**config.mk**
```make
export PLATFORM = sky130hd
export DESIGN_NAME = irq_prio_ctl
export DESIGN_NICKNAME = d
export VERILOG_FILES = /design/src/rtl/irq_prio_pkg.sv /design/src/rtl/irq_src_cond.sv /design/src/rtl/irq_lvl_pick.sv /design/src/rtl/irq_top_enc.sv /design/src/rtl/irq_prio_ctl.sv
export SDC_FILE = /design/constraint.sdc
export NUM_CORES = 1
export LEC_CHECK = 0
export ABC_AREA = 1
export BUFFER_PORTS_ARGS = -buffer_cell sky130_fd_sc_hd__buf_2
export CAP_MARGIN = 0
export CORE_UTILIZATION = 62
export DETAILED_ROUTE_END_ITERATION = 7
export PLACE_DENSITY = 0.81
export SYNTH_ARGS = -nofsm -noshare
export SYNTH_HDL_FRONTEND = slang
export SYNTH_SLANG_ARGS = --single-unit
export TNS_END_PERCENT = 10
```
**constraint.sdc**
```tcl
create_clock -name clk -period 3 [get_ports clk]
set_input_delay 0.6 -clock clk [delete_from_list [all_inputs] [get_ports clk]]
set_output_delay 0.6 -clock clk [all_outputs]
set_load 0.03 [all_outputs]
```
**src/rtl/irq_prio_pkg.sv**
```systemverilog
package irq_prio_pkg;

  localparam int LVL_W = 3;

  typedef logic [LVL_W-1:0] lvl_t;

  // Per-line configuration, packed to match write data bits [5:0]
  typedef struct packed {
    logic vs;      // controller supplies the vector
    logic pol;     // 1: active high / rising, 0: active low / falling
    logic edge_m;  // 1: edge sensed, 0: level sensed
    lvl_t lvl;     // priority level, 0 masks
  } loc_cfg_t;

  localparam int CFG_W = $bits(loc_cfg_t);

  localparam loc_cfg_t LOC_CFG_RST = '{vs: 1'b0, pol: 1'b1, edge_m: 1'b0, lvl: '0};

  localparam logic [3:0] ADR_BP  = 4'd8;
  localparam logic [3:0] ADR_EVT = 4'd9;
  localparam logic [3:0] ADR_IPC = 4'd10;

endpackage

```
**src/rtl/irq_src_cond.sv**
```systemverilog
module irq_src_cond
  import irq_prio_pkg::*;
(
  input  logic     clk,
  input  logic     rst_n,
  input  logic     in_i,
  input  loc_cfg_t cfg_i,
  input  logic     cfg_wr_i,
  input  logic     ack_clr_i,
  output logic     pend_o
);

  logic act;
  logic act_q, act_d;
  logic lat_q, lat_d;
  logic edge_set;

  always_comb begin
    act      = cfg_i.pol ? in_i : ~in_i;
    edge_set = act & ~act_q;
    act_d    = act;
    if (cfg_wr_i)
      lat_d = 1'b0;
    else
      lat_d = cfg_i.edge_m & ((lat_q & ~ack_clr_i) | edge_set);
    pend_o   = cfg_i.edge_m ? lat_q : act;
  end

  always_ff @(posedge clk or negedge rst_n) begin
    if (!rst_n) begin
      act_q <= 1'b0;
      lat_q <= 1'b0;
    end else begin
      act_q <= act_d;
      lat_q <= lat_d;
    end
  end

endmodule

```
**src/rtl/irq_lvl_pick.sv**
```systemverilog
module irq_lvl_pick
  import irq_prio_pkg::*;
#(
  parameter int N  = 28,
  parameter int IW = $clog2(N)
) (
  input  logic [N-1:0]            pend_i,
  input  logic [N-1:0][LVL_W-1:0] lvl_i,
  input  lvl_t                    req_i,
  output logic                    hit_o,
  output logic [IW-1:0]           idx_o
);

  always_comb begin
    hit_o = 1'b0;
    idx_o = '0;
    // descending scan: the lowest matching index is written last
    for (int i = N - 1; i >= 0; i--) begin
      if (pend_i[i] && (lvl_i[i] == req_i) && (req_i != '0)) begin
        hit_o = 1'b1;
        idx_o = IW'(i);
      end
    end
  end

endmodule

```
**src/rtl/irq_top_enc.sv**
```systemverilog
module irq_top_enc
  import irq_prio_pkg::*;
#(
  parameter int N = 28
) (
  input  logic [N-1:0]            pend_i,
  input  logic [N-1:0][LVL_W-1:0] lvl_i,
  output lvl_t                    top_o
);

  always_comb begin
    top_o = '0;
    for (int i = 0; i < N; i++) begin
      if (pend_i[i] && (lvl_i[i] > top_o))
        top_o = lvl_i[i];
    end
  end

endmodule

```
**src/rtl/irq_prio_ctl.sv**
```systemverilog
module irq_prio_ctl
  import irq_prio_pkg::*;
#(
  parameter int         N_LOC    = 7,
  parameter int         N_BP     = 7,
  parameter int         N_EVT    = 6,
  parameter int         N_IPC    = 8,
  parameter int         VW       = 8,
  parameter logic [7:0] VEC_BASE = 8'h40,
  parameter logic [7:0] SPUR_VEC = 8'h18
) (
  input  logic             clk,
  input  logic             rst_n,
  input  logic             cfg_we,
  input  logic [3:0]       cfg_addr,
  input  logic [5:0]       cfg_wdata,
  input  logic [N_LOC-1:0] loc_irq_i,
  input  logic [N_BP-1:0]  bp_irq_i,
  input  logic [N_EVT-1:0] evt_i,
  input  logic [N_IPC-1:0] ipc_sw_i,
  input  logic             iack_i,
  input  logic [2:0]       iack_lvl_i,
  output logic [2:0]       ipl_n_o,
  output logic             vec_vld_o,
  output logic [VW-1:0]    vec_o,
  output logic             vec_ext_o
);

  localparam int BP_OFS  = N_LOC;
  localparam int EVT_OFS = BP_OFS + N_BP;
  localparam int IPC_OFS = EVT_OFS + N_EVT;
  localparam int NSRC    = IPC_OFS + N_IPC;
  localparam int IW      = $clog2(NSRC);

  // ---------------- reset synchronizer
  logic [1:0] rst_pipe;
  logic       rst_s;

  always_ff @(posedge clk or negedge rst_n) begin
    if (!rst_n) rst_pipe <= 2'b00;
    else        rst_pipe <= {rst_pipe[0], 1'b1};
  end
  assign rst_s = rst_pipe[1];

  // ---------------- configuration registers
  loc_cfg_t loc_cfg_q [N_LOC];
  loc_cfg_t loc_cfg_d [N_LOC];
  logic [N_LOC-1:0] loc_wr;
  lvl_t bp_lvl_q, bp_lvl_d, evt_lvl_q, evt_lvl_d, ipc_lvl_q, ipc_lvl_d;

  always_comb begin
    for (int i = 0; i < N_LOC; i++) begin
      loc_wr[i]    = cfg_we && (cfg_addr == 4'(i));
      loc_cfg_d[i] = loc_wr[i] ? loc_cfg_t'(cfg_wdata) : loc_cfg_q[i];
    end
    bp_lvl_d  = (cfg_we && cfg_addr == ADR_BP)  ? cfg_wdata[LVL_W-1:0] : bp_lvl_q;
    evt_lvl_d = (cfg_we && cfg_addr == ADR_EVT) ? cfg_wdata[LVL_W-1:0] : evt_lvl_q;
    ipc_lvl_d = (cfg_we && cfg_addr == ADR_IPC) ? cfg_wdata[LVL_W-1:0] : ipc_lvl_q;
  end

  always_ff @(posedge clk or negedge rst_s) begin
    if (!rst_s) begin
      for (int i = 0; i < N_LOC; i++) loc_cfg_q[i] <= LOC_CFG_RST;
      bp_lvl_q  <= '0;
      evt_lvl_q <= '0;
      ipc_lvl_q <= '0;
    end else if (cfg_we) begin
      for (int i = 0; i < N_LOC; i++) loc_cfg_q[i] <= loc_cfg_d[i];
      bp_lvl_q  <= bp_lvl_d;
      evt_lvl_q <= evt_lvl_d;
      ipc_lvl_q <= ipc_lvl_d;
    end
  end

  // ---------------- acknowledge selection
  logic [NSRC-1:0]            pend_all;
  logic [NSRC-1:0][LVL_W-1:0] lvl_all;
  logic [NSRC-1:0]            vs_all;
  logic [NSRC-1:0]            clr_vec;
  logic                       ack_hit;
  logic [IW-1:0]              ack_idx;

  irq_lvl_pick #(.N(NSRC), .IW(IW)) u_pick (
    .pend_i (pend_all),
    .lvl_i  (lvl_all),
    .req_i  (iack_lvl_i),
    .hit_o  (ack_hit),
    .idx_o  (ack_idx)
  );

  always_comb begin
    clr_vec = '0;
    if (iack_i && ack_hit) clr_vec[ack_idx] = 1'b1;
  end

  // ---------------- local line conditioners
  logic [N_LOC-1:0] loc_pend;

  for (genvar g = 0; g < N_LOC; g++) begin : g_loc
    irq_src_cond u_cond (
      .clk       (clk),
      .rst_n     (rst_s),
      .in_i      (loc_irq_i[g]),
      .cfg_i     (loc_cfg_q[g]),
      .cfg_wr_i  (loc_wr[g]),
      .ack_clr_i (clr_vec[g]),
      .pend_o    (loc_pend[g])
    );
  end

  // ---------------- status event latches
  logic [N_EVT-1:0] evt_pend_q, evt_pend_d;

  always_comb begin
    evt_pend_d = (evt_pend_q & ~clr_vec[EVT_OFS +: N_EVT]) | evt_i;
  end

  always_ff @(posedge clk or negedge rst_s) begin
    if (!rst_s) evt_pend_q <= '0;
    else        evt_pend_q <= evt_pend_d;
  end

  // ---------------- source vectors
  always_comb begin
    pend_all = {ipc_sw_i, evt_pend_q, bp_irq_i, loc_pend};
    vs_all   = '0;
    for (int i = 0; i < N_LOC; i++) begin
      lvl_all[i] = loc_cfg_q[i].lvl;
      vs_all[i]  = loc_cfg_q[i].vs;
    end
    for (int i = BP_OFS; i < EVT_OFS; i++)  lvl_all[i] = bp_lvl_q;
    for (int i = EVT_OFS; i < IPC_OFS; i++) lvl_all[i] = evt_lvl_q;
    for (int i = IPC_OFS; i < NSRC; i++)    lvl_all[i] = ipc_lvl_q;
  end

  // ---------------- priority encoding
  lvl_t top_lvl;

  irq_top_enc #(.N(NSRC)) u_enc (
    .pend_i (pend_all),
    .lvl_i  (lvl_all),
    .top_o  (top_lvl)
  );

  // ---------------- output registers
  logic [2:0]    ipl_q, ipl_d;
  logic          vld_q, vld_d;
  logic [VW-1:0] vec_q, vec_d;
  logic          ext_q, ext_d;

  always_comb begin
    ipl_d = ~top_lvl;
    vld_d = iack_i;
    vec_d = SPUR_VEC;
    ext_d = 1'b0;
    if (ack_hit) begin
      if (ack_idx < IW'(BP_OFS)) begin
        if (vs_all[ack_idx]) vec_d = VEC_BASE + VW'(ack_idx);
        else begin
          vec_d = '0;
          ext_d = 1'b1;
        end
      end else if (ack_idx < IW'(EVT_OFS)) begin
        vec_d = '0;
        ext_d = 1'b1;
      end else begin
        vec_d = VEC_BASE + VW'(ack_idx);
      end
    end
  end

  always_ff @(posedge clk or negedge rst_s) begin
    if (!rst_s) begin
      ipl_q <= 3'b111;
      vld_q <= 1'b0;
      vec_q <= '0;
      ext_q <= 1'b0;
    end else begin
      ipl_q <= ipl_d;
      vld_q <= vld_d;
      if (iack_i) begin
        vec_q <= vec_d;
        ext_q <= ext_d;
      end
    end
  end

  assign ipl_n_o   = ipl_q;
  assign vec_vld_o = vld_q;
  assign vec_o     = vec_q;
  assign vec_ext_o = ext_q;

endmodule

```
==> results of run 1 <==
cell families after synthesis:
group / share of synthesized area
adder cells (fa/ha/maj): 0.0570
multiplexers: 0.00155
AO/OA/AOI/OAI: 0.163
AND/OR/NAND/NOR: 0.349
XOR/XNOR: 0.0423
flip-flops: 0.292
buffers and inverters: 0.0938
other: 0.00104
what timing repair did:
item | in CTS
resized for setup | 139
pin swaps | 115
setup buffers | 75
endpoints found under the setup margin | 22
cell usage after synthesis (all sizes together):
library cell  number
nand4              3
o211ai            11
mux2               1
a21oi             32
ha                33
o221a              1
or4                1
clkinv             4
nand3             88
buf                3
and2               6
dfstp             10
clkinvlp           1
a211oi             1
or2                7
nand2            336
o21ai            134
clkbuf             8
dfrtp             74
a31oi              5
nor2              51
inv              160
nand3b             1
xnor2              8
xor2              27
conb               2
o221ai             1
o22ai              1
o21bai             8
nor3              23
through the flow:
step	area [um^2]	cells	utilization	setup TNS (ns)	hold WS [ns]
CTS	10800	1549	0.948	-61.58	0.0131
detailed placement	9410	1460	0.824	-67.44	0.337
floorplan	7270	1042	-	-60.11	0.304
global placement	9410	1460	0.824	-62.26	0.334
==> impl_results.html, run 1 <==
<table>
<tr><th>Metric</th><th>Value</th></tr>
<tr><th colspan="2">Logic synthesis</th></tr>
<tr><td>Synthesized flop and latch total</td><td>84</td></tr>
<tr><td>Synth Area per Inst</td><td>6.96 um^2</td></tr>
<tr><td>Cell variety after synth</td><td>42</td></tr>
<tr><td>Post-synthesis cell area</td><td>7240 um^2</td></tr>
<tr><td>Share of the synthesized area in the top cell type</td><td>0.256</td></tr>
<tr><td>Sequential fraction of the synthesis area</td><td>0.292</td></tr>
<tr><td>Synth area leader</td><td>sky130_fd_sc_hd__dfrtp_1</td></tr>
<tr><td>Warnings, synthesis</td><td>0</td></tr>
<tr><td>Post-synthesis instance total</td><td>1041</td></tr>
<tr><td>Top post-synthesis cells by area</td><td>sky130_fd_sc_hd__dfrtp_1, sky130_fd_sc_hd__nand2_1, sky130_fd_sc_hd__o21ai_0, sky130_fd_sc_hd__inv_1, sky130_fd_sc_hd__ha_1</td></tr>
<tr><th colspan="2">Placement</th></tr>
<tr><td>Worst setup slack after placement</td><td>-19.20 ns</td></tr>
<tr><td>Input/output buffers</td><td>55</td></tr>
<tr><td>HPWL after detailed placement</td><td>16400 um</td></tr>
<tr><td>Routability cong.</td><td>0.928</td></tr>
<tr><th colspan="2">Clock network</th></tr>
<tr><td>Clock sink total</td><td>84</td></tr>
<tr><td>Number of levels in the clock H-tree</td><td>3</td></tr>
<tr><td>Total clock buffers created by CTS</td><td>9</td></tr>
<tr><td>CTS hold repair buffers</td><td>0</td></tr>
<tr><td>Clock root buffer</td><td>sky130_fd_sc_hd__clkbuf_16</td></tr>
<tr><td>Worst-case clock buffer depth</td><td>2</td></tr>
<tr><th colspan="2">Floorplanning</th></tr>
<tr><td>Number of standard-cell rows in the floorplan</td><td>39</td></tr>
<tr><td>Initial standard-cell utilization of the core</td><td>0.634</td></tr>
<tr><td>Height of the die</td><td>110 um</td></tr>
<tr><td>Die width</td><td>110 um</td></tr>
<tr><td>Io pins</td><td>58</td></tr>
<tr><th colspan="2">Status</th></tr>
<tr><td>Terminating stage of the flow</td><td>global routing</td></tr>
<tr><td>Tool error</td><td>[ERROR DPL-0038] Utilization greater than 100%, impossible to legalize</td></tr>
<tr><td>Run status</td><td>aborted with a tool error</td></tr>
<tr><th colspan="2">STA</th></tr>
<tr><td>Kind of pin the worst path terminates on</td><td>register data pin</td></tr>
<tr><td>Worst endpoint, post-GRT repair</td><td>ipl_n_o[1]$_DFF_PN1_/D</td></tr>
<tr><th colspan="2">GRT</th></tr>
<tr><td>Pin count of the biggest net entering global routing</td><td>83</td></tr>
</table>
==> run 2: changes to the inputs <==
CORE_UTILIZATION = 40   (was 62)
PLACE_DENSITY = default   (was 0.81)
PLACE_DENSITY_LB_ADDON = 0.15   (was default)
==> run 2 against run 1 <==
Against the previous run:
- the flow now finishes, with violations (negative setup slack)
- synthesized cell count unchanged
- synthesized area unchanged
==> impl_results.html, run 2 <==
<table>
<tr><th>Metric</th><th>Value</th></tr>
<tr><th colspan="2">Cells and area</th></tr>
<tr><td>Leading cell type in the layout, fill and taps excluded</td><td>sky130_fd_sc_hd__buf_4</td></tr>
<tr><td>Net count of the finished layout</td><td>1490</td></tr>
<tr><td>Antenna fix cells</td><td>0</td></tr>
<tr><td>Design Area, Final</td><td>11300 um^2</td></tr>
<tr><td>Layout cells sized above 1</td><td>0.468</td></tr>
<tr><td>Flip-flop count of the largest register after layout</td><td>42</td></tr>
<tr><td>Relative area change from synthesis to final layout</td><td>56.6%</td></tr>
<tr><td>Top library cells by usage in the layout, fill and taps aside</td><td>sky130_fd_sc_hd__buf_4, sky130_fd_sc_hd__nand2_1, sky130_fd_sc_hd__inv_1</td></tr>
<tr><td>Largest reg by FF count</td><td>loc_cfg_q</td></tr>
<tr><td>Largest registers</td><td>loc_cfg_q x42, g_loc.u_cond.act_q x7, g_loc.u_cond.lat_q x7</td></tr>
<tr><th colspan="2">Logic synthesis</th></tr>
<tr><td>Post-synthesis instance total</td><td>1041</td></tr>
<tr><td>Post-synthesis cell area</td><td>7240 um^2</td></tr>
<tr><td>Synth area leader</td><td>sky130_fd_sc_hd__dfrtp_1</td></tr>
<tr><td>FFs w/ async S/R, synth</td><td>1.00</td></tr>
<tr><td>Warnings, synthesis</td><td>0</td></tr>
<tr><td>Sequential fraction of the synthesis area</td><td>0.292</td></tr>
<tr><td>Cell variety after synth</td><td>42</td></tr>
<tr><td>Leading post-synthesis cells by instance count</td><td>sky130_fd_sc_hd__nand2_1, sky130_fd_sc_hd__inv_1, sky130_fd_sc_hd__o21ai_0</td></tr>
<tr><td>Number of flops mapped to enable cells by yosys</td><td>0</td></tr>
<tr><td>Synth Area per Inst</td><td>6.96 um^2</td></tr>
<tr><td>Synth Flop Type</td><td>sky130_fd_sc_hd__dfrtp_1</td></tr>
<tr><td>Top post-synthesis cells by area</td><td>sky130_fd_sc_hd__dfrtp_1, sky130_fd_sc_hd__nand2_1, sky130_fd_sc_hd__o21ai_0, sky130_fd_sc_hd__inv_1, sky130_fd_sc_hd__ha_1</td></tr>
<tr><td>Synthesized flop and latch total</td><td>84</td></tr>
<tr><td>Most common cell in the netlist</td><td>sky130_fd_sc_hd__nand2_1</td></tr>
<tr><td>Share of the synthesized area in the top cell type</td><td>0.256</td></tr>
<tr><th colspan="2">Route</th></tr>
<tr><td>Final routed DRC violation total</td><td>0</td></tr>
<tr><td>Detailed-route via count</td><td>7876</td></tr>
<tr><td>Per-cell via count in the routed design</td><td>4.80</td></tr>
<tr><td>Residual antenna-violating net count after detailed routing</td><td>0</td></tr>
<tr><td>Final wirelength</td><td>22800 um</td></tr>
<tr><td>TritonRoute pass-1 iters</td><td>5</td></tr>
<tr><td>Avg WL per Cell</td><td>13.9 um</td></tr>
<tr><td>1st-iter DRT viols</td><td>489</td></tr>
<tr><th colspan="2">Setup path</th></tr>
<tr><td>Worst reg2reg path endpoint</td><td>ipl_n_o[0]$_DFF_PN1_</td></tr>
<tr><td>Crit path kind</td><td>reg2reg</td></tr>
<tr><td>Slowest stage cell, crit path</td><td>sky130_fd_sc_hd__dfstp_2</td></tr>
<tr><td>Critical path peak fanout</td><td>4</td></tr>
<tr><td>Worst Setup End Kind</td><td>flip-flop</td></tr>
<tr><td>Required time worst endpoint</td><td>3.28 ns</td></tr>
<tr><td>Reg2reg path depth</td><td>158</td></tr>
<tr><td>Delay of the slowest cell on the worst path</td><td>0.54 ns</td></tr>
<tr><td>Capturing element of the worst setup path</td><td>ipl_n_o[0]$_DFF_PN1_</td></tr>
<tr><td>R2r startpoint</td><td>loc_cfg_q[40]$_DFFE_PN1P_</td></tr>
<tr><td>Cell occurring most often along the worst timing path</td><td>sky130_fd_sc_hd__nand2_2</td></tr>
<tr><td>Type of origin of the critical path</td><td>flip-flop</td></tr>
<tr><td>Critical path origin</td><td>loc_cfg_q[40]$_DFFE_PN1P_</td></tr>
<tr><td>Register-to-register setup slack</td><td>-17.91 ns</td></tr>
<tr><td>Data arrival, critical path</td><td>21.20 ns</td></tr>
<tr><th colspan="2">STA</th></tr>
<tr><td>Upper clock frequency limit</td><td>47.8 MHz</td></tr>
<tr><td>Final period demand of the worst path</td><td>20.91 ns</td></tr>
<tr><td>Worst Clk Skew</td><td>0.0101 ns</td></tr>
<tr><td>Setup-failing EPs final</td><td>20</td></tr>
<tr><td>Final hold violation count</td><td>0</td></tr>
<tr><td>Transition time of the tightest slew-check pin</td><td>0.838 ns</td></tr>
<tr><td>Setup repair after global routing missed its margin</td><td>true</td></tr>
<tr><td>Final max-slew violation count</td><td>0</td></tr>
<tr><td>Rel. slew slack</td><td>0.441</td></tr>
<tr><td>Fraction of the cycle the final worst path needs</td><td>6.97</td></tr>
<tr><td>Final Worst Setup Slack</td><td>-17.91 ns</td></tr>
<tr><th colspan="2">GRT</th></tr>
<tr><td>Overall routing resource usage</td><td>0.242</td></tr>
<tr><td>Overflow after GRT</td><td>0</td></tr>
<tr><td>Number of global-route vias before repair</td><td>7509</td></tr>
<tr><td>Initial antenna violation count</td><td>0</td></tr>
<tr><td>Pin count of the biggest net entering global routing</td><td>62</td></tr>
<tr><td>Global-route wire length before repair</td><td>35300 um</td></tr>
<tr><th colspan="2">Placement</th></tr>
<tr><td>Routability cong.</td><td>0.860</td></tr>
<tr><td>HPWL after detailed placement</td><td>16100 um</td></tr>
<tr><td>Input/output buffers</td><td>55</td></tr>
<tr><td>Post-placement cell area</td><td>9590 um^2</td></tr>
<tr><td>Worst setup slack after placement</td><td>-18.67 ns</td></tr>
<tr><th colspan="2">Clock network</th></tr>
<tr><td>Worst-case clock buffer depth</td><td>2</td></tr>
<tr><td>CTS hold repair buffers</td><td>0</td></tr>
<tr><td>Clock root buffer</td><td>sky130_fd_sc_hd__clkbuf_16</td></tr>
<tr><td>Clock insertion delay at the later pin of the skew report</td><td>0.34 ns</td></tr>
<tr><td>Number of levels in the clock H-tree</td><td>3</td></tr>
<tr><td>Clock sink total</td><td>84</td></tr>
<tr><td>Total clock buffers created by CTS</td><td>9</td></tr>
<tr><td>Clock-pin slew of the registers on the worst-case setup and hold paths</td><td>0.06 ns</td></tr>
<tr><td>TritonCTS clock tree</td><td>built</td></tr>
<tr><th colspan="2">Run</th></tr>
<tr><td>Max-cap check violation count</td><td>0</td></tr>
<tr><th colspan="2">Hold path</th></tr>
<tr><td>Class of the tightest hold or removal check</td><td>in2async</td></tr>
<tr><th colspan="2">Floorplanning</th></tr>
<tr><td>Io pins</td><td>58</td></tr>
<tr><td>Height of the die</td><td>137 um</td></tr>
<tr><td>Placeable core region</td><td>17500 um^2</td></tr>
<tr><td>Die width</td><td>137 um</td></tr>
<tr><td>Die Footprint</td><td>18700 um^2</td></tr>
<tr><td>Number of standard-cell rows in the floorplan</td><td>48</td></tr>
<tr><td>Initial standard-cell utilization of the core</td><td>0.414</td></tr>
<tr><th colspan="2">Status</th></tr>
<tr><td>Run status</td><td>complete, but fails checks</td></tr>
<tr><td>Violations in the final reports</td><td>negative setup slack</td></tr>
</table>
[run 2: worst max-delay path: cells and delay by family, from the launching register on]
family	cells	cell delay (ns)
flops	1	0.54
compound gates	40	5.75
buf+inv	10	0.94
fa+ha+maj	25	6.27
simple gates	83	7.34
[run 2: area by class of cell]
type	count	area, um^2
clock buffers	12	256
clock inverters	4	56.3
fillers	1506	6130
inverters	165	629
multi-input cells	782	5330
flip-flops and latches	84	2120
well taps	225	282
repair buffers	370	2670
[run 2: per-stage QoR]
| step | std cells | setup TNS, ns | hold slack, ns | util |
|---|---|---|---|---|
| after floorplan | 1042 | -60.11 | 0.304 | - |
| after global placement | 1552 | -64.16 | 0.335 | 0.549 |
| after detailed placement | 1552 | -65.75 | 0.337 | 0.549 |
| after CTS | 1629 | -58.08 | 0.0238 | 0.618 |
| after global routing | 1642 | -67.18 | 0.0204 | 0.649 |
| final | 1642 | -58.63 | 0.0298 | 0.649 |
[run 2: logic make-up (layout without fill, tap and decap cells)]
kind of cell,after synthesis,in the layout,synth area share
multiplexers,1,1,0.00155
other,2,3,0.00104
AO/OA/AOI/OAI,194,194,0.163
AND/OR/NAND/NOR,516,516,0.349
buffers and inverters,176,551,0.0938
adder cells (fa/ha/maj),33,33,0.0570
flip-flops,84,84,0.292
XOR/XNOR,35,35,0.0423
[run 2: repair_timing]
action,4_1_cts,5_1_grt
hold endpoints to repair,0,0
setup buffers,61,13
endpoints found under the setup margin,22,22
gates resized for setup,111,93
pin swaps,98,136
gates cloned,0,0
[run 2: worst min-delay path by stage]
stage                          startpoint                     to
floorplan                           rst_n  rst_pipe[0]$_DFF_PN0_
global placement    rst_pipe[0]$_DFF_PN0_  rst_pipe[1]$_DFF_PN0_
detailed placement  rst_pipe[0]$_DFF_PN0_  rst_pipe[1]$_DFF_PN0_
CTS                                 rst_n  rst_pipe[1]$_DFF_PN0_
global route                        rst_n  rst_pipe[1]$_DFF_PN0_
finish                              rst_n  rst_pipe[1]$_DFF_PN0_
[run 2: layer usage]
metal | track usage | wire, um | vias up
li1 | - | - | 4087
met1 | 0.305 | 10100 | 3656
met5 | 0 | 0 | -
met2 | 0.444 | 11800 | 110
met4 | 0.0556 | 306 | 0
met3 | 0.0207 | 581 | 23
Power of run 2 is not shown: default switching activity piles up to over one toggle a cycle in this logic, so the estimate is an artifact.
==> run 3: changes to the inputs <==
CELL_PAD_IN_SITES_DETAIL_PLACEMENT = 1   (was default)
CELL_PAD_IN_SITES_GLOBAL_PLACEMENT = 1   (was default)
SYNTH_HIERARCHICAL = 1   (was default)
==> run 3 against run 2 <==
Against the previous run:
- the flow still finishes with violations (negative setup slack)
- critical path depth increased by 38
- maximum frequency down 27%
- cell area rose by 7.9%
- wire length rose by 50%
- sequential share of layout area is 1.4 points lower
- worst hold slack gained 0.33 ns
==> impl_results.html, run 3 <==
<table>
<tr><th>Metric</th><th>Value</th></tr>
<tr><th colspan="2">Setup path</th></tr>
<tr><td>Critical path origin</td><td>loc_cfg_q[40]$_DFFE_PN1P_</td></tr>
<tr><td>Delay of the slowest cell on the worst path</td><td>0.59 ns</td></tr>
<tr><td>Crit path kind</td><td>reg2reg</td></tr>
<tr><td>Required time worst endpoint</td><td>3.29 ns</td></tr>
<tr><td>R2r startpoint</td><td>loc_cfg_q[40]$_DFFE_PN1P_</td></tr>
<tr><td>Reg2reg path depth</td><td>196</td></tr>
<tr><td>Cell occurring most often along the worst timing path</td><td>sky130_fd_sc_hd__nand2_2</td></tr>
<tr><td>Type of origin of the critical path</td><td>flip-flop</td></tr>
<tr><td>Data arrival, critical path</td><td>28.99 ns</td></tr>
<tr><td>Critical path peak fanout</td><td>5</td></tr>
<tr><td>Worst Setup End Kind</td><td>flip-flop</td></tr>
<tr><td>Slowest stage cell, crit path</td><td>sky130_fd_sc_hd__dfstp_2</td></tr>
<tr><th colspan="2">Logic synthesis</th></tr>
<tr><td>FFs w/ async S/R, synth</td><td>1.00</td></tr>
<tr><td>Post-synthesis instance total</td><td>1244</td></tr>
<tr><td>Post-synthesis share of cell area spent on and, or, nand and nor gates</td><td>0.347</td></tr>
<tr><td>Compound-cell area share of the yosys netlist</td><td>0.195</td></tr>
<tr><td>Number of flops mapped to enable cells by yosys</td><td>0</td></tr>
<tr><td>Dominant combinational cell family by area after synthesis</td><td>simple AND/OR/NAND/NOR gates</td></tr>
<tr><td>Synth Flop Type</td><td>sky130_fd_sc_hd__dfrtp_1</td></tr>
<tr><td>Xor/xnor share of the synthesized area</td><td>0.0299</td></tr>
<tr><td>Cell variety after synth</td><td>45</td></tr>
<tr><td>Synth Area per Inst</td><td>6.59 um^2</td></tr>
<tr><td>Synthesized flop and latch total</td><td>84</td></tr>
<tr><td>Synth area leader</td><td>sky130_fd_sc_hd__dfrtp_1</td></tr>
<tr><td>Synth Area in Adders</td><td>0.0488</td></tr>
<tr><td>Leading post-synthesis cells by instance count</td><td>sky130_fd_sc_hd__nand2_1, sky130_fd_sc_hd__inv_1, sky130_fd_sc_hd__dfrtp_1</td></tr>
<tr><td>Sequential fraction of the synthesis area</td><td>0.258</td></tr>
<tr><td>Post-synthesis mux area share</td><td>0</td></tr>
<tr><td>Post-synthesis cell area</td><td>8200 um^2</td></tr>
<tr><td>Most common cell in the netlist</td><td>sky130_fd_sc_hd__nand2_1</td></tr>
<tr><td>Share of the synthesized area in the top cell type</td><td>0.226</td></tr>
<tr><td>Top post-synthesis cells by area</td><td>sky130_fd_sc_hd__dfrtp_1, sky130_fd_sc_hd__nand2_1, sky130_fd_sc_hd__inv_1, sky130_fd_sc_hd__nand2_2, sky130_fd_sc_hd__ha_1</td></tr>
<tr><td>Warnings, synthesis</td><td>6</td></tr>
<tr><th colspan="2">Hold path</th></tr>
<tr><td>Class of the tightest hold or removal check</td><td>reg2reg</td></tr>
<tr><td>Hold path start</td><td>rst_pipe[0]$_DFF_PN0_</td></tr>
<tr><td>Count of cells along the worst hold path</td><td>0</td></tr>
<tr><th colspan="2">Floorplanning</th></tr>
<tr><td>Height of the die</td><td>145 um</td></tr>
<tr><td>Initial standard-cell utilization of the core</td><td>0.407</td></tr>
<tr><td>Die width</td><td>145 um</td></tr>
<tr><td>Io pins</td><td>58</td></tr>
<tr><td>Number of standard-cell rows in the floorplan</td><td>52</td></tr>
<tr><td>Placeable core region</td><td>20200 um^2</td></tr>
<tr><td>Die Footprint</td><td>21100 um^2</td></tr>
<tr><th colspan="2">STA</th></tr>
<tr><td>Final period demand of the worst path</td><td>28.70 ns</td></tr>
<tr><td>Upper clock frequency limit</td><td>34.8 MHz</td></tr>
<tr><td>Fraction of the cycle the final worst path needs</td><td>9.57</td></tr>
<tr><td>Final max-slew violation count</td><td>0</td></tr>
<tr><td>Final Worst Setup Slack</td><td>-25.70 ns</td></tr>
<tr><td>Setup repair after global routing missed its margin</td><td>true</td></tr>
<tr><td>Final hold violation count</td><td>0</td></tr>
<tr><td>Rel. slew slack</td><td>0.241</td></tr>
<tr><td>Worst hold-check slack</td><td>0.356 ns</td></tr>
<tr><td>Worst Clk Skew</td><td>0.0132 ns</td></tr>
<tr><td>Transition time of the tightest slew-check pin</td><td>1.14 ns</td></tr>
<tr><td>Setup-failing EPs final</td><td>23</td></tr>
<tr><th colspan="2">Cells and area</th></tr>
<tr><td>Layout cells sized above 1</td><td>0.425</td></tr>
<tr><td>Top library cells by usage in the layout, fill and taps aside</td><td>sky130_fd_sc_hd__buf_4, sky130_fd_sc_hd__nand2_1, sky130_fd_sc_hd__inv_1</td></tr>
<tr><td>Leading cell type in the layout, fill and taps excluded</td><td>sky130_fd_sc_hd__buf_4</td></tr>
<tr><td>Antenna fix cells</td><td>0</td></tr>
<tr><td>Net count of the finished layout</td><td>1679</td></tr>
<tr><td>Relative area change from synthesis to final layout</td><td>49.2%</td></tr>
<tr><td>Flip-flop count of the largest register after layout</td><td>42</td></tr>
<tr><td>Fraction of the core area covered by cells at the end of the flow</td><td>0.607</td></tr>
<tr><td>Largest reg by FF count</td><td>loc_cfg_q</td></tr>
<tr><td>Largest registers</td><td>loc_cfg_q x42, g_loc.u_cond/act_q x7, g_loc.u_cond/lat_q x7</td></tr>
<tr><th colspan="2">Route</th></tr>
<tr><td>Detailed-route via count</td><td>9926</td></tr>
<tr><td>Per-cell via count in the routed design</td><td>5.29</td></tr>
<tr><td>Final routed DRC violation total</td><td>0</td></tr>
<tr><td>TritonRoute pass-1 iters</td><td>5</td></tr>
<tr><td>Avg WL per Cell</td><td>18.2 um</td></tr>
<tr><td>Residual antenna-violating net count after detailed routing</td><td>0</td></tr>
<tr><td>Final wirelength</td><td>34100 um</td></tr>
<tr><td>1st-iter DRT viols</td><td>410</td></tr>
<tr><th colspan="2">Clock network</th></tr>
<tr><td>Total clock buffers created by CTS</td><td>9</td></tr>
<tr><td>Clock root buffer</td><td>sky130_fd_sc_hd__clkbuf_16</td></tr>
<tr><td>Number of levels in the clock H-tree</td><td>3</td></tr>
<tr><td>Clock sink total</td><td>84</td></tr>
<tr><td>Clock insertion delay at the later pin of the skew report</td><td>0.36 ns</td></tr>
<tr><td>Worst-case clock buffer depth</td><td>2</td></tr>
<tr><td>Clock-pin slew of the registers on the worst-case setup and hold paths</td><td>0.07 ns</td></tr>
<tr><td>TritonCTS clock tree</td><td>built</td></tr>
<tr><th colspan="2">Placement</th></tr>
<tr><td>Routability cong.</td><td>0.819</td></tr>
<tr><td>HPWL after detailed placement</td><td>19800 um</td></tr>
<tr><td>Input/output buffers</td><td>55</td></tr>
<tr><th colspan="2">GRT</th></tr>
<tr><td>Pin count of the biggest net entering global routing</td><td>83</td></tr>
<tr><td>Overall routing resource usage</td><td>0.306</td></tr>
<tr><td>Overflow after GRT</td><td>0</td></tr>
<tr><td>Number of global-route vias before repair</td><td>10377</td></tr>
<tr><td>Global-route wire length before repair</td><td>51900 um</td></tr>
<tr><td>Initial antenna violation count</td><td>0</td></tr>
<tr><th colspan="2">Status</th></tr>
<tr><td>Run status</td><td>complete, but fails checks</td></tr>
<tr><td>Violations in the final reports</td><td>negative setup slack</td></tr>
<tr><th colspan="2">Run</th></tr>
<tr><td>Max-cap check violation count</td><td>0</td></tr>
</table>
==> run 3: cell count changes after synthesis, sizes merged, moves of 20 or more <==
| cell | before | now |
|---|---|---|
| inv | 160 | 213 |
| xor2 | 27 | 0 |
| o21ai | 134 | 103 |
| nor2 | 51 | 79 |
| or2 | 7 | 34 |
| o21a | 0 | 42 |
| xnor2 | 8 | 28 |
| nand2 | 336 | 383 |
==> run 3: worst paths after layout <==
path                                                  end  slack [ns]
worst min register to register      rst_pipe[1]$_DFF_PN0_        0.36
min in group asynchronous       loc_cfg_q[30]$_DFFE_PN0P_        0.53
max in group asynchronous        ipc_lvl_q[2]$_DFFE_PN0P_        1.67
worst max-delay path                 ipl_n_o[0]$_DFF_PN1_      -25.70
worst max register to register       ipl_n_o[0]$_DFF_PN1_      -25.70
worst min-delay path                rst_pipe[1]$_DFF_PN0_        0.36
==> run 3: cell type report <==
type                            count  area, um^2
Fill cell                        2618        7930
Tap cell                          270         338
Clock buffer                       10         239
Multi-Input combinational cell    916        5940
Inverter                          221         840
Timing Repair Buffer              370        2700
Sequential cell                    84        2120
Clock inverter                      6        76.3
==> run 3: worst max-delay path: cells and delay by family, from the launching register on <==
kind | cells | cell delay, ns
compound gates | 50 | 8.05
xor+xnor | 1 | 0.13
fa+ha+maj | 27 | 7.07
buf+inv | 20 | 1.42
flops | 1 | 0.59
simple gates | 98 | 11.20
==> run 3: stage by stage <==
| stage | setup slack [ns] | TNS [ns] | area [um^2] | std cells |
|---|---|---|---|---|
| finish | -25.70 | -88.84 | 12200 | 1877 |
| global route | -27.01 | -98.50 | 12200 | 1877 |
| CTS | -24.64 | -83.19 | 11800 | 1855 |
| detailed placement | -26.10 | -92.27 | 10400 | 1750 |
| global placement | -24.90 | -87.42 | 10400 | 1750 |
| floorplan | -23.78 | -75.44 | 8380 | 1245 |
==> run 3: logic make-up (layout without fill, tap and decap cells) <==
| logic type | Yosys count | count (layout) |
|---|---|---|
| buffers and inverters | 245 | 607 |
| DFF | 84 | 84 |
| and+or+nand+nor | 603 | 603 |
| other | 2 | 3 |
| xor gates and xnor gates | 28 | 28 |
| AOI/OAI and AO/OA | 250 | 250 |
| adders and majority gates | 32 | 32 |
==> run 3: what timing repair did <==
| action | 4_1_cts | 5_1_grt |
|---|---|---|
| pin swaps | 75 | 48 |
| setup endpoints to repair | 22 | 23 |
| endpoints found under the hold margin | 0 | 2 |
| setup buffers | 89 | 21 |
| resized for setup | 86 | 68 |
| hold buffers | 0 | 1 |
==> run 3: layer usage <==
metal,up-vias,GRT usage,part of all wire
met2,240,0.591,0.53
li1,4697,-,-
met1,4872,0.338,0.39
met3,117,0.0340,0.030
met5,-,0,0
met4,0,0.122,0.047
Power of run 3 is left out for the same reason.
==> run 4: changes to the inputs <==
CORE_UTILIZATION = 45   (was 40)
==> run 4 against run 3 <==
Against the previous run:
- the run still ends with negative setup slack left
- sequential share of layout area rose by 0.085 points
- first-iteration DRC count rose to 3.1 times the previous value
- global-route usage rose by 14 points
- worst hold slack got worse by 0.36 ns
- register-to-register slack got worse by 2.7 ns
- count of clock-buffer cells in the layout did not move
- clock skew fell by 0.0035 ns
- worst setup slack got worse by 2.7 ns
- sequential cell count did not move
- via count rose by 20%
- largest cell class unchanged
==> impl_results.html, run 4 (synthesized netlist as in run 3, its figures left out) <==
<table>
<tr><th>Metric</th><th>Value</th></tr>
<tr><th colspan="2">Cells and area</th></tr>
<tr><td>Top library cells by usage in the layout, fill and taps aside</td><td>sky130_fd_sc_hd__buf_4, sky130_fd_sc_hd__nand2_1, sky130_fd_sc_hd__inv_1</td></tr>
<tr><td>Cell Count, Final, Fillers Out</td><td>1824</td></tr>
<tr><td>Fraction of the core area covered by cells at the end of the flow</td><td>0.681</td></tr>
<tr><td>Flip-flop count of the largest register after layout</td><td>42</td></tr>
<tr><td>Largest registers</td><td>loc_cfg_q x42, g_loc.u_cond/act_q x7, g_loc.u_cond/lat_q x7</td></tr>
<tr><td>Layout cells sized above 1</td><td>0.426</td></tr>
<tr><td>Net count of the finished layout</td><td>1665</td></tr>
<tr><td>Leading cell type in the layout, fill and taps excluded</td><td>sky130_fd_sc_hd__buf_4</td></tr>
<tr><td>Design Area, Final</td><td>12200 um^2</td></tr>
<tr><td>Relative area change from synthesis to final layout</td><td>48.5%</td></tr>
<tr><td>Largest reg by FF count</td><td>loc_cfg_q</td></tr>
<tr><th colspan="2">Route</th></tr>
<tr><td>Residual antenna-violating net count after detailed routing</td><td>0</td></tr>
<tr><td>Avg WL per Cell</td><td>27.9 um</td></tr>
<tr><td>TritonRoute pass-1 iters</td><td>5</td></tr>
<tr><td>Per-cell via count in the routed design</td><td>6.54</td></tr>
<tr><td>1st-iter DRT viols</td><td>1275</td></tr>
<tr><td>Final routed DRC violation total</td><td>0</td></tr>
<tr><td>Final wirelength</td><td>50900 um</td></tr>
<tr><td>Detailed-route via count</td><td>11930</td></tr>
<tr><th colspan="2">GRT</th></tr>
<tr><td>Initial antenna violation count</td><td>6</td></tr>
<tr><td>Global-route wire length before repair</td><td>63800 um</td></tr>
<tr><td>Pin count of the biggest net entering global routing</td><td>83</td></tr>
<tr><td>Overflow after GRT</td><td>0</td></tr>
<tr><td>Overall routing resource usage</td><td>0.450</td></tr>
<tr><td>Number of global-route vias before repair</td><td>11999</td></tr>
<tr><th colspan="2">Status</th></tr>
<tr><td>Violations in the final reports</td><td>negative setup slack</td></tr>
<tr><td>Run status</td><td>complete, but fails checks</td></tr>
<tr><th colspan="2">Floorplanning</th></tr>
<tr><td>Die width</td><td>137 um</td></tr>
<tr><td>Io pins</td><td>58</td></tr>
<tr><td>Initial standard-cell utilization of the core</td><td>0.458</td></tr>
<tr><td>Number of standard-cell rows in the floorplan</td><td>49</td></tr>
<tr><td>Placeable core region</td><td>17900 um^2</td></tr>
<tr><td>Die Footprint</td><td>18800 um^2</td></tr>
<tr><td>Height of the die</td><td>137 um</td></tr>
<tr><th colspan="2">STA</th></tr>
<tr><td>Setup repair after global routing missed its margin</td><td>true</td></tr>
<tr><td>Transition time of the tightest slew-check pin</td><td>1.20 ns</td></tr>
<tr><td>Fraction of the cycle the final worst path needs</td><td>10.5</td></tr>
<tr><td>Final max-slew violation count</td><td>0</td></tr>
<tr><td>Worst Clk Skew</td><td>0.00970 ns</td></tr>
<tr><td>Worst hold-check slack</td><td>0.00122 ns</td></tr>
<tr><td>Upper clock frequency limit</td><td>31.9 MHz</td></tr>
<tr><td>Rel. slew slack</td><td>0.201</td></tr>
<tr><td>Final period demand of the worst path</td><td>31.38 ns</td></tr>
<tr><td>Final hold violation count</td><td>0</td></tr>
<tr><td>Setup-failing EPs final</td><td>23</td></tr>
<tr><td>Final Worst Setup Slack</td><td>-28.38 ns</td></tr>
<tr><th colspan="2">Clock network</th></tr>
<tr><td>TritonCTS clock tree</td><td>built</td></tr>
<tr><td>Total clock buffers created by CTS</td><td>9</td></tr>
<tr><td>Clock root buffer</td><td>sky130_fd_sc_hd__clkbuf_16</td></tr>
<tr><td>Worst-case clock buffer depth</td><td>2</td></tr>
<tr><td>Clock insertion delay at the later pin of the skew report</td><td>0.37 ns</td></tr>
<tr><td>Clock-pin slew of the registers on the worst-case setup and hold paths</td><td>0.07 ns</td></tr>
<tr><td>Number of levels in the clock H-tree</td><td>3</td></tr>
<tr><td>CTS hold repair buffers</td><td>0</td></tr>
<tr><td>Clock sink total</td><td>84</td></tr>
<tr><th colspan="2">Setup path</th></tr>
<tr><td>Worst reg2reg path endpoint</td><td>ipl_n_o[1]$_DFF_PN1_</td></tr>
<tr><td>Type of origin of the critical path</td><td>flip-flop</td></tr>
<tr><td>Data arrival, critical path</td><td>31.69 ns</td></tr>
<tr><td>R2r startpoint</td><td>loc_cfg_q[40]$_DFFE_PN1P_</td></tr>
<tr><td>Slowest stage cell, crit path</td><td>sky130_fd_sc_hd__dfstp_2</td></tr>
<tr><td>Cell occurring most often along the worst timing path</td><td>sky130_fd_sc_hd__nand2_2</td></tr>
<tr><td>Critical path origin</td><td>loc_cfg_q[40]$_DFFE_PN1P_</td></tr>
<tr><td>Worst Setup End Kind</td><td>flip-flop</td></tr>
<tr><td>Delay of the slowest cell on the worst path</td><td>0.59 ns</td></tr>
<tr><td>Required time worst endpoint</td><td>3.31 ns</td></tr>
<tr><td>Reg2reg path depth</td><td>197</td></tr>
<tr><td>Register-to-register setup slack</td><td>-28.38 ns</td></tr>
<tr><td>Critical path peak fanout</td><td>5</td></tr>
<tr><td>Crit path kind</td><td>reg2reg</td></tr>
<tr><th colspan="2">Placement</th></tr>
<tr><td>Routability cong.</td><td>0.892</td></tr>
<tr><td>Post-placement cell area</td><td>10300 um^2</td></tr>
<tr><td>Input/output buffers</td><td>55</td></tr>
<tr><td>Number of instances in the placed design</td><td>1706</td></tr>
<tr><td>HPWL after detailed placement</td><td>20800 um</td></tr>
<tr><th colspan="2">Hold path</th></tr>
<tr><td>Class of the tightest hold or removal check</td><td>in2async</td></tr>
<tr><th colspan="2">Run</th></tr>
<tr><td>Max-cap check violation count</td><td>0</td></tr>
</table>
## run 4: changes by cell type in the layout (fill, tap and decap cells not counted), moves of 3 or more
cell	before	now
sky130_fd_sc_hd__o22ai_4	4	9
sky130_fd_sc_hd__buf_4	309	293
sky130_fd_sc_hd__o21ai_1	20	25
sky130_fd_sc_hd__nor2_2	11	15
sky130_fd_sc_hd__nand3_2	35	31
sky130_fd_sc_hd__o21ai_0	52	47
sky130_fd_sc_hd__o22ai_2	13	8
sky130_fd_sc_hd__nand3_4	1	5
sky130_fd_sc_hd__nand2_1	287	279
sky130_fd_sc_hd__nand2_2	75	84
sky130_fd_sc_hd__nor2_1	63	60
## run 4: area by class of cell
class | count | area [um^2]
inverter | 221 | 847
fill | 2278 | 5720
timing repair buffer | 356 | 2620
clock inverter | 6 | 72.6
clock buffer | 10 | 229
sequential | 84 | 2120
antenna | 2 | 5.00
tap | 229 | 287
multi-input combinational | 916 | 6010
## run 4: metrics by stage
stage	setup TNS, ns	worst slack (ns)
after floorplan	-75.44	-23.78
after global placement	-85.55	-24.92
after detailed placement	-91.34	-26.24
after CTS	-82.58	-24.67
after global routing	-111.61	-29.27
final	-109.07	-28.38
## run 4: what timing repair did
| action | 4_1_cts | 5_1_grt |
|---|---|---|
| resized for setup | 89 | 87 |
| buffers inserted | 79 | 21 |
| pin swaps | 67 | 53 |
| endpoints found under the setup margin | 22 | 23 |
## run 4: how the worst max path moves through the flow
stage	cells past startpoint	to
6_report	197	ipl_n_o[1]$_DFF_PN1_
5_1_grt	197	ipl_n_o[1]$_DFF_PN1_
4_1_cts	196	ipl_n_o[1]$_DFF_PN1_
3_5_place_dp	194	ipl_n_o[1]$_DFF_PN1_
3_3_place_gp	194	ipl_n_o[1]$_DFF_PN1_
2_1_floorplan	195	ipl_n_o[1]$_DFF_PN1_
## run 4: layer usage
layer	wire length (um)	track usage
met3	4590	0.0789
met2	23900	0.811
met4	5480	0.338
met5	57	0
met1	16900	0.463
## run 4: critical path: cells and delay by family, from the launching register on
kind / cells / cell delay (ns)
buf+inv: 21 / 1.79
fa+ha+maj: 27 / 7.38
compound gates: 50 / 9.08
simple gates: 98 / 12.29
xor+xnor: 1 / 0.15
flops: 1 / 0.59
Power of run 4 is left out for the same reason.
